[config.mk]
export PLATFORM = sky130hd
export DESIGN_NAME = pad_sleep_ctrl
export DESIGN_NICKNAME = d
export VERILOG_FILES = /design/src/rtl/pad_sleep_pkg.sv /design/src/rtl/pad_sleep_edge.sv /design/src/rtl/pad_sleep_lane.sv /design/src/rtl/pad_sleep_group.sv /design/src/rtl/pad_sleep_ctrl.sv
export SDC_FILE = /design/constraint.sdc
export NUM_CORES = 1
export LEC_CHECK = 0
export BUFFER_PORTS_ARGS = -buffer_cell sky130_fd_sc_hd__buf_2
export CORE_UTILIZATION = 30
export DETAILED_ROUTE_END_ITERATION = 7
export GPL_TIMING_DRIVEN = 0
export PLACE_DENSITY_LB_ADDON = 0.3
export SLEW_MARGIN = 5
export SYNTH_ARGS = -nofsm -noshare
export SYNTH_HDL_FRONTEND = slang
export SYNTH_SLANG_ARGS = --single-unit
export TNS_END_PERCENT = 30
[constraint.sdc]
create_clock -name clk_i -period 1.71 [get_ports clk_i]
set_input_delay 0.0855 -clock clk_i [delete_from_list [all_inputs] [get_ports clk_i]]
set_output_delay 0.0855 -clock clk_i [all_outputs]
set_load 0.01 [all_outputs]
[src/rtl/pad_sleep_pkg.sv]
package pad_sleep_pkg;

    typedef enum logic [1:0] {
        SLP_DRIVE0 = 2'd0,
        SLP_DRIVE1 = 2'd1,
        SLP_FLOAT  = 2'd2,
        SLP_FREEZE = 2'd3
    } slp_mode_e;

    localparam logic [1:0] REG_ENABLE = 2'd0;
    localparam logic [1:0] REG_MODE   = 2'd1;
    localparam logic [1:0] REG_CLEAR  = 2'd2;

    typedef struct packed {
        logic status;
        logic out;
        logic oe;
    } lane_state_t;

endpackage

[src/rtl/pad_sleep_edge.sv]
module pad_sleep_edge (
    input  logic clk_i,
    input  logic rst_ni,
    input  logic sleep_req_i,
    output logic rise_o
);
    logic req_d, req_q;

    always_comb begin
        req_d = sleep_req_i;
    end

    always_ff @(posedge clk_i or negedge rst_ni) begin
        if (!rst_ni) req_q <= 1'b0;
        else         req_q <= req_d;
    end

    assign rise_o = sleep_req_i & ~req_q;

    AST_RISE_NEEDS_LOW_BEFORE: assert property (@(posedge clk_i) disable iff (!rst_ni)
        rise_o |=> !rise_o);

endmodule

[src/rtl/pad_sleep_lane.sv]
module pad_sleep_lane
    import pad_sleep_pkg::*;
(
    input  logic      clk_i,
    input  logic      rst_ni,
    input  logic      entry_i,
    input  slp_mode_e mode_i,
    input  logic      clr_i,
    input  logic      out_i,
    input  logic      oe_i,
    output logic      pad_out_o,
    output logic      pad_oe_o
);
    lane_state_t st_d, st_q;

    always_comb begin
        st_d = st_q;
        if (st_q.status) begin
            if (clr_i) st_d.status = 1'b0;
        end else if (entry_i) begin
            st_d.status = 1'b1;
            unique case (mode_i)
                SLP_DRIVE0: begin st_d.out = 1'b0;  st_d.oe = 1'b1; end
                SLP_DRIVE1: begin st_d.out = 1'b1;  st_d.oe = 1'b1; end
                SLP_FLOAT:  begin st_d.out = 1'b0;  st_d.oe = 1'b0; end
                default:    begin st_d.out = out_i; st_d.oe = oe_i; end
            endcase
        end
    end

    always_ff @(posedge clk_i or negedge rst_ni) begin
        if (!rst_ni) st_q <= '0;
        else         st_q <= st_d;
    end

    assign pad_out_o = st_q.status ? st_q.out : out_i;
    assign pad_oe_o  = st_q.status ? st_q.oe  : oe_i;

    AST_DRIVE_LOW: assert property (@(posedge clk_i) disable iff (!rst_ni)
        (entry_i && !st_q.status && mode_i == SLP_DRIVE0) |=> (!pad_out_o && pad_oe_o));
    AST_DRIVE_HIGH: assert property (@(posedge clk_i) disable iff (!rst_ni)
        (entry_i && !st_q.status && mode_i == SLP_DRIVE1) |=> (pad_out_o && pad_oe_o));
    AST_FLOAT: assert property (@(posedge clk_i) disable iff (!rst_ni)
        (entry_i && !st_q.status && mode_i == SLP_FLOAT) |=> (!pad_out_o && !pad_oe_o));
    AST_FREEZE_CAPTURE: assert property (@(posedge clk_i) disable iff (!rst_ni)
        (entry_i && !st_q.status && mode_i == SLP_FREEZE)
        |=> (pad_out_o == $past(out_i) && pad_oe_o == $past(oe_i)));
    AST_HOLD_STABLE: assert property (@(posedge clk_i) disable iff (!rst_ni)
        (st_q.status && !clr_i) |=> ($stable(pad_out_o) && $stable(pad_oe_o)));
    AST_RELEASE: assert property (@(posedge clk_i) disable iff (!rst_ni)
        (st_q.status && clr_i) |=> (pad_out_o == out_i && pad_oe_o == oe_i));

endmodule

[src/rtl/pad_sleep_group.sv]
module pad_sleep_group
    import pad_sleep_pkg::*;
#(
    parameter int NPADS  = 8,
    parameter int CFG_DW = 16
) (
    input  logic              clk_i,
    input  logic              rst_ni,
    input  logic              rise_i,
    input  logic              wr_i,
    input  logic [1:0]        wr_reg_i,
    input  logic [CFG_DW-1:0] wdata_i,
    input  logic [NPADS-1:0]  out_i,
    input  logic [NPADS-1:0]  oe_i,
    output logic [NPADS-1:0]  pad_out_o,
    output logic [NPADS-1:0]  pad_oe_o
);
    localparam int MODE_W = 2 * NPADS;

    typedef struct packed {
        logic [NPADS-1:0]  en;
        logic [MODE_W-1:0] mode;
    } cfg_state_t;

    cfg_state_t cfg_d, cfg_q;
    logic [NPADS-1:0] clr;

    always_comb begin
        cfg_d = cfg_q;
        if (wr_i && wr_reg_i == REG_ENABLE) cfg_d.en   = wdata_i[NPADS-1:0];
        if (wr_i && wr_reg_i == REG_MODE)   cfg_d.mode = wdata_i[MODE_W-1:0];
    end

    always_ff @(posedge clk_i or negedge rst_ni) begin
        if (!rst_ni) cfg_q <= '0;
        else         cfg_q <= cfg_d;
    end

    assign clr = (wr_i && wr_reg_i == REG_CLEAR) ? wdata_i[NPADS-1:0] : '0;

    for (genvar i = 0; i < NPADS; i++) begin : g_lane
        pad_sleep_lane i_lane (
            .clk_i     (clk_i),
            .rst_ni    (rst_ni),
            .entry_i   (rise_i & cfg_q.en[i]),
            .mode_i    (slp_mode_e'(cfg_q.mode[2*i +: 2])),
            .clr_i     (clr[i]),
            .out_i     (out_i[i]),
            .oe_i      (oe_i[i]),
            .pad_out_o (pad_out_o[i]),
            .pad_oe_o  (pad_oe_o[i])
        );
    end

endmodule

[src/rtl/pad_sleep_ctrl.sv]
module pad_sleep_ctrl
    import pad_sleep_pkg::*;
#(
    parameter int MIO_PADS = 8,
    parameter int DIO_PADS = 4,
    parameter int CFG_DW   = 2 * ((MIO_PADS > DIO_PADS) ? MIO_PADS : DIO_PADS)
) (
    input  logic                clk_i,
    input  logic                rst_ni,
    input  logic                sleep_req_i,
    input  logic                cfg_we_i,
    input  logic [2:0]          cfg_addr_i,
    input  logic [CFG_DW-1:0]   cfg_wdata_i,
    input  logic [MIO_PADS-1:0] mio_out_i,
    input  logic [MIO_PADS-1:0] mio_oe_i,
    input  logic [DIO_PADS-1:0] dio_out_i,
    input  logic [DIO_PADS-1:0] dio_oe_i,
    output logic [MIO_PADS-1:0] mio_pad_out_o,
    output logic [MIO_PADS-1:0] mio_pad_oe_o,
    output logic [DIO_PADS-1:0] dio_pad_out_o,
    output logic [DIO_PADS-1:0] dio_pad_oe_o
);
    logic rise;
    logic wr_mio, wr_dio;

    assign wr_mio = cfg_we_i & ~cfg_addr_i[2];
    assign wr_dio = cfg_we_i &  cfg_addr_i[2];

    pad_sleep_edge i_edge (
        .clk_i       (clk_i),
        .rst_ni      (rst_ni),
        .sleep_req_i (sleep_req_i),
        .rise_o      (rise)
    );

    pad_sleep_group #(.NPADS(MIO_PADS), .CFG_DW(CFG_DW)) i_mio (
        .clk_i     (clk_i),
        .rst_ni    (rst_ni),
        .rise_i    (rise),
        .wr_i      (wr_mio),
        .wr_reg_i  (cfg_addr_i[1:0]),
        .wdata_i   (cfg_wdata_i),
        .out_i     (mio_out_i),
        .oe_i      (mio_oe_i),
        .pad_out_o (mio_pad_out_o),
        .pad_oe_o  (mio_pad_oe_o)
    );

    pad_sleep_group #(.NPADS(DIO_PADS), .CFG_DW(CFG_DW)) i_dio (
        .clk_i     (clk_i),
        .rst_ni    (rst_ni),
        .rise_i    (rise),
        .wr_i      (wr_dio),
        .wr_reg_i  (cfg_addr_i[1:0]),
        .wdata_i   (cfg_wdata_i),
        .out_i     (dio_out_i),
        .oe_i      (dio_oe_i),
        .pad_out_o (dio_pad_out_o),
        .pad_oe_o  (dio_pad_oe_o)
    );

endmodule

Word-level counts from Yosys, hierarchy flattened:

Cells that the tools add are included.

* register bits after elaboration: 73
* bits in latches: 0
* memory bits (writable): 0
* bits in read-only memories: 0
* bits of input ports: 47
* output and inout port bits: 24
* word-level logic and storage cells: 201
* memories kept: 0

* add/sub/neg operators: 0
* multiply operators: 0
* divide/modulo/power cells: 0
* magnitude comparators: 0
* equal/unequal tests: 26
* shift operators: 0
* multiplexer cells: 74
* bitwise operators: 29
* reduce and logical (&&, ||, !) cells: 31

Operators with widths (count)
* one-hot mux 2 bit (3 select lines): 12
* two-way mux 1 bit: 48
* two-way mux 3 bit: 12
* equality test 2 x 1 -> 1 bit (second input constant): 13
* equality test 2 bit (second input constant): 13
* logical NOT 2 bit: 13
* AND reduction 2 bit: 12
* AND 1 bit: 15
* NOT 1 bit: 14
* two-way mux 8 bit: 1
* logical AND 1 bit: 6
* two-way mux 4 bit: 1

Depth between registers and ports, before layout:

* word-level depth: 6
* gate-level depth with buffers: 5
* depth with buffers taken out: 3

Cells and area by module:

A second synthesis with hierarchy kept.

* cell total of the unflattened synthesis: 287
* area, all modules: 3589.7 um^2

By module, submodules not included
* pad_sleep_lane: times used 12, cells an instance 15, area an instance 163.9 um^2, seq. area each 75.1 um^2
* pad_sleep_group (i_mio): times used 1, cells an instance 68, area an instance 1033.5 um^2, seq. area each 600.6 um^2
* pad_sleep_group (i_dio): times used 1, cells an instance 35, area an instance 534.3 um^2, seq. area each 300.3 um^2
* pad_sleep_edge: times used 1, cells an instance 2, area an instance 38.8 um^2, seq. area each 25.0 um^2
* pad_sleep_ctrl: times used 1, cells an instance 2, area an instance 16.3 um^2, seq. area each 0.0 um^2

Worst setup path before layout:

OpenSTA, ideal clock, no wires.

* path kind: register to register
* start point: reg i_edge.req_q
* end point: reg i_mio.g_lane[0].i_lane.st_q[1] (netlist bit)
* setup time: 0.079 ns
* data arrival time: 1.010 ns
* data required time: 1.631 ns
* path slack: 0.621 ns
* cell stages (with the launch flop): 4
* buffers on the path: 1
* clock period less this slack: 1.089 ns
* cells stage by stage: dfrtp_1 > clkbuf_1 > and4bb_2 > mux2i_1

* cells in the longest elaborated chain, start to end: 4

RTL lines
* start: declaration: line pad_sleep_edge.sv:7 `logic req_d, req_q;`
* start signal: assignment: line pad_sleep_edge.sv:15 `else req_q <= req_d;`
* NOT 1 bit: line pad_sleep_edge.sv:18 `assign rise_o = sleep_req_i & ~req_q;`
* AND 1 bit: line pad_sleep_edge.sv:18
* AND 1 bit: line pad_sleep_group.sv:45 `.entry_i (rise_i & cfg_q.en[i]),`
* AND reduction 2 bit (no line)
* end signal: assignment: line pad_sleep_lane.sv:33 `else st_q <= st_d;`
* end: declaration: line pad_sleep_lane.sv:14 `lane_state_t st_d, st_q;`

Every way passes these cells.
A chain may end at the register's enable or synchronous reset.

Worst setup path after layout:

* start point: in sleep_req_i
* end point: reg i_mio.g_lane[4].i_lane.st_q[1] (netlist bit)

* cells in the longest elaborated chain, start to end: 3

RTL lines
* start: declaration: line pad_sleep_ctrl.sv:10 `input logic sleep_req_i,`
* AND 1 bit: line pad_sleep_edge.sv:18
* AND 1 bit: line pad_sleep_group.sv:45
* AND reduction 2 bit (no line)
* end signal: assignment: line pad_sleep_lane.sv:33
* end: declaration: line pad_sleep_lane.sv:14

Every way passes these cells.

==> impl_metrics.tcl <==
set metrics [dict create \
    synthDominantCellAreaShare_pct 51.9 \
    clock-sinks 73 \
    path_buf_inv 3 \
    reg2reg_slack_ns 0.35 \
    synth_area_leader_cell "dfrtp_1" \
    rows 39 \
    stdcell_count 539 \
    start_util_pct 30.8 \
    finalSetupViolCount 0 \
    grt_overflow 0 \
    viasPerCell 4.55 \
    total_leakage_power_nw 2.06 \
    worstPathRequired_ns 1.95 \
    rr_worst_depth 3 \
    hold_viol 0 \
    fin_ws_ns 0.184 \
    die_h_um 110 \
    hold_depth 3 \
    place_ws_ns 0.292 \
    first_iter_violations 82 \
    path_clk_slew_ns 0.06 \
    end_kind "register" \
    fin_crit_ns 1.53 \
    layout-drive-gt1-share_pct 46.3 \
    crit_slowest_cell "dlygate4sd3_1" \
    drv_cap 0 \
    rr_startpoint "i_edge.req_q$_DFF_PN0_" \
    h-tree-depth 3 \
    fmaxAchievable_mhz 655 \
    drtAntennaViolNets 0 \
    die_width_um 110 \
    ctsResizeCount 0 \
    nets 437 \
    grt_pass1_vias 2389 \
    wire_per_inst_um 13.8 \
    crit_arrival_ns 1.77 \
    syn_avg_cell_area_sq_um 11.8 \
    hp-class "in2reg" \
    hold_path_end "i_dio.g_lane[2].i_lane.st_q[0]$_DFFE_PN0P_" \
    synthCells 298 \
    syn_nets 345 \
    tritoncts "yes" \
    syn2layout_area_growth_pct 27.7 \
    status "finished, final reports clean" \
    n_fill_cell 1132 \
    dr_total_vias 2450 \
    ys_seq_area_share_pct 51.9 \
    detailedRoute.firstPassIterationCount 4 \
    path_cells "dlygate4sd3_1, buf_2, clkbuf_1, and4bb_2, mux2i_1" \
    place_inst 512 \
    finalWirelength_um 7460 \
    synth_area_leaders "dfrtp_1 (52%), mux2_2 (15%), buf_4 (5.1%), and4bb_2 (4.6%), nand2_1 (3.5%)" \
    cts_buffers 9 \
    layout_commonest_cell "dfrtp_1" \
    grt_pass1_wl_um 12000 \
    gp_congestion 0.728 \
    post_cts_buffers 0 \
    synth_area_sq_mm 0.00352 \
    crit_type "in2reg" \
    rsz0062_at_grt "no" \
    ys_types 23 \
    core_sq_mm 0.0114 \
    finalCritPeriodShare_pct 89.2 \
    io_pins 71 \
    worst_pin_slew_ns 0.599 \
    dpl.hpwl_um 5440 \
    timing.rr.end "i_mio.g_lane[4].i_lane.st_q[1]$_DFFE_PN0P_" \
    final_max_slew_viol_count 0 \
    clk_latency_ns 0.32 \
    cts_buffer_depth 2 \
    power.density_mw_per_mm2 1540 \
    crit_family "buffers and inverters" \
    io_buffers 70 \
    yosys_warnings 0 \
    drc 0 \
    power_mw 6.94 \
    cpPeakStageDelay_ns 0.54 \
    cts_root_buf "clkbuf_16" \
    cp_max_fo 10 \
    grt_max_degree 41 \
    fin_worst_skew_ns 0.00418 \
    start_kind "input pin" \
    ys_ff_latch 73 \
    holdCritStartpoint "dio_oe_i[2]" \
    mostFrequentLayoutCells "dfrtp_1 (73), buf_2 (71), mux2_2 (48), nand2_1 (33), buf_4 (25)" \
    antenna_found_initial 1 \
    ir_worst_vdd_mv 0.727 \
    setup_tns_ns 0 \
    die_area_sq_mm 0.0122 \
    grt_usage_pct 13.1 \
    crit_cells 5 \
    relSlewSlack_pct 59.9 \
]
==> stage by stage <==
stage	util (%)	cell area [sq um]	hold WS, ns
2_1_floorplan	-	3520	-0.210
3_3_place_gp	35.5	4050	0.238
3_5_place_dp	35.7	4070	0.0707
4_1_cts	39.3	4490	0.0174
5_1_grt	39.3	4490	0.0366
6_report	39.4	4490	0.0283
==> Yosys cell counts <==
cell,count
a21o_1,12
a31oi_1,12
and4b_1,1
and4bb_1,1
and4bb_2,13
buf_2,2
buf_4,24
buf_6,1
buf_8,1
clkbuf_1,2
dfrtp_1,73
inv_1,20
mux2_2,48
mux2_4,4
mux2i_1,8
nand2_1,33
nand2b_1,4
nand3_1,4
nand4b_2,1
nor2_1,12
nor3_2,1
nor4b_4,1
o21ai_0,20
==> worst max-delay path by stage <==
stage,start,to,slack (ns)
final,sleep_req_i,i_mio.g_lane[4].i_lane.st_q[1]$_DFFE_PN0P_,0.18
after CTS,sleep_req_i,i_mio.g_lane[1].i_lane.st_q[0]$_DFFE_PN0P_,0.19
after global routing,sleep_req_i,i_dio.g_lane[1].i_lane.st_q[0]$_DFFE_PN0P_,0.04
after global placement,rst_ni,i_mio.cfg_q[14]$_DFFE_PN0P_,0.04
after floorplan,i_edge.req_q$_DFF_PN0_,i_mio.g_lane[0].i_lane.st_q[1]$_DFFE_PN0P_,0.62
after detailed placement,cfg_addr_i[2],i_mio.cfg_q[22]$_DFFE_PN0P_,0.29
==> worst register-to-register path: cells and delay by family (launching register included) <==
kind / cells / cell delay [ns]
and+or+nand+nor: 1 / 0.44
DFF: 1 / 0.38
buffers and inverters: 1 / 0.25
muxes: 1 / 0.21
==> layout make-up <==
cell class              count  area [sq um]  area share (%)
flip-flops and latches     73          1830            40.6
multi-input cells         175          1390            31.0
repair buffers             81           473            10.5
clock buffers               9           225            5.01
plain buffers              30           224            4.98
well taps                 143           179            3.98
clock inverters             7          95.1            2.12
inverters                  20          75.1            1.67
diodes                      1          2.50          0.0557
==> power breakdown <==
group	switching (mW)	internal [mW]	total, mW
Combinational	0.790	1.38	2.17
Clock	0.713	1.28	1.99
Sequential	0.441	2.34	2.78
Total	1.94	4.99	6.94
==> per-layer routing <==
layer  part of all wire [%]  vias to the layer above  global-route usage [%]
met5                      0                        -                       0
met4                   0.44                        0                    2.82
met3                    5.4                        4                    4.00
met2                     47                       54                    21.0
met1                     47                     1185                    17.5
li1                       -                     1207                       -
==> registers in the layout (all words and copies together), names as in the netlist <==
| register | flops |
|---|---|
| i_edge.req_q | 1 |
| i_mio.cfg_q | 24 |
| i_dio.g_lane.i_lane.st_q | 12 |
| i_mio.g_lane.i_lane.st_q | 24 |
| i_dio.cfg_q | 12 |
==> cell families after synthesis <==
kind of cell / Yosys count / synth area share (%)
flops: 73 / 51.9
simple gates: 71 / 12.7
mux: 60 / 19.3
buf+inv: 50 / 8.50
compound gates: 44 / 7.54
==> what timing repair did <==
item,4_1_cts,5_1_grt
hold endpoints to repair,42,0
endpoints found under the setup margin,0,0
hold buffers,10,0
Power figures use the tool's default switching activity.
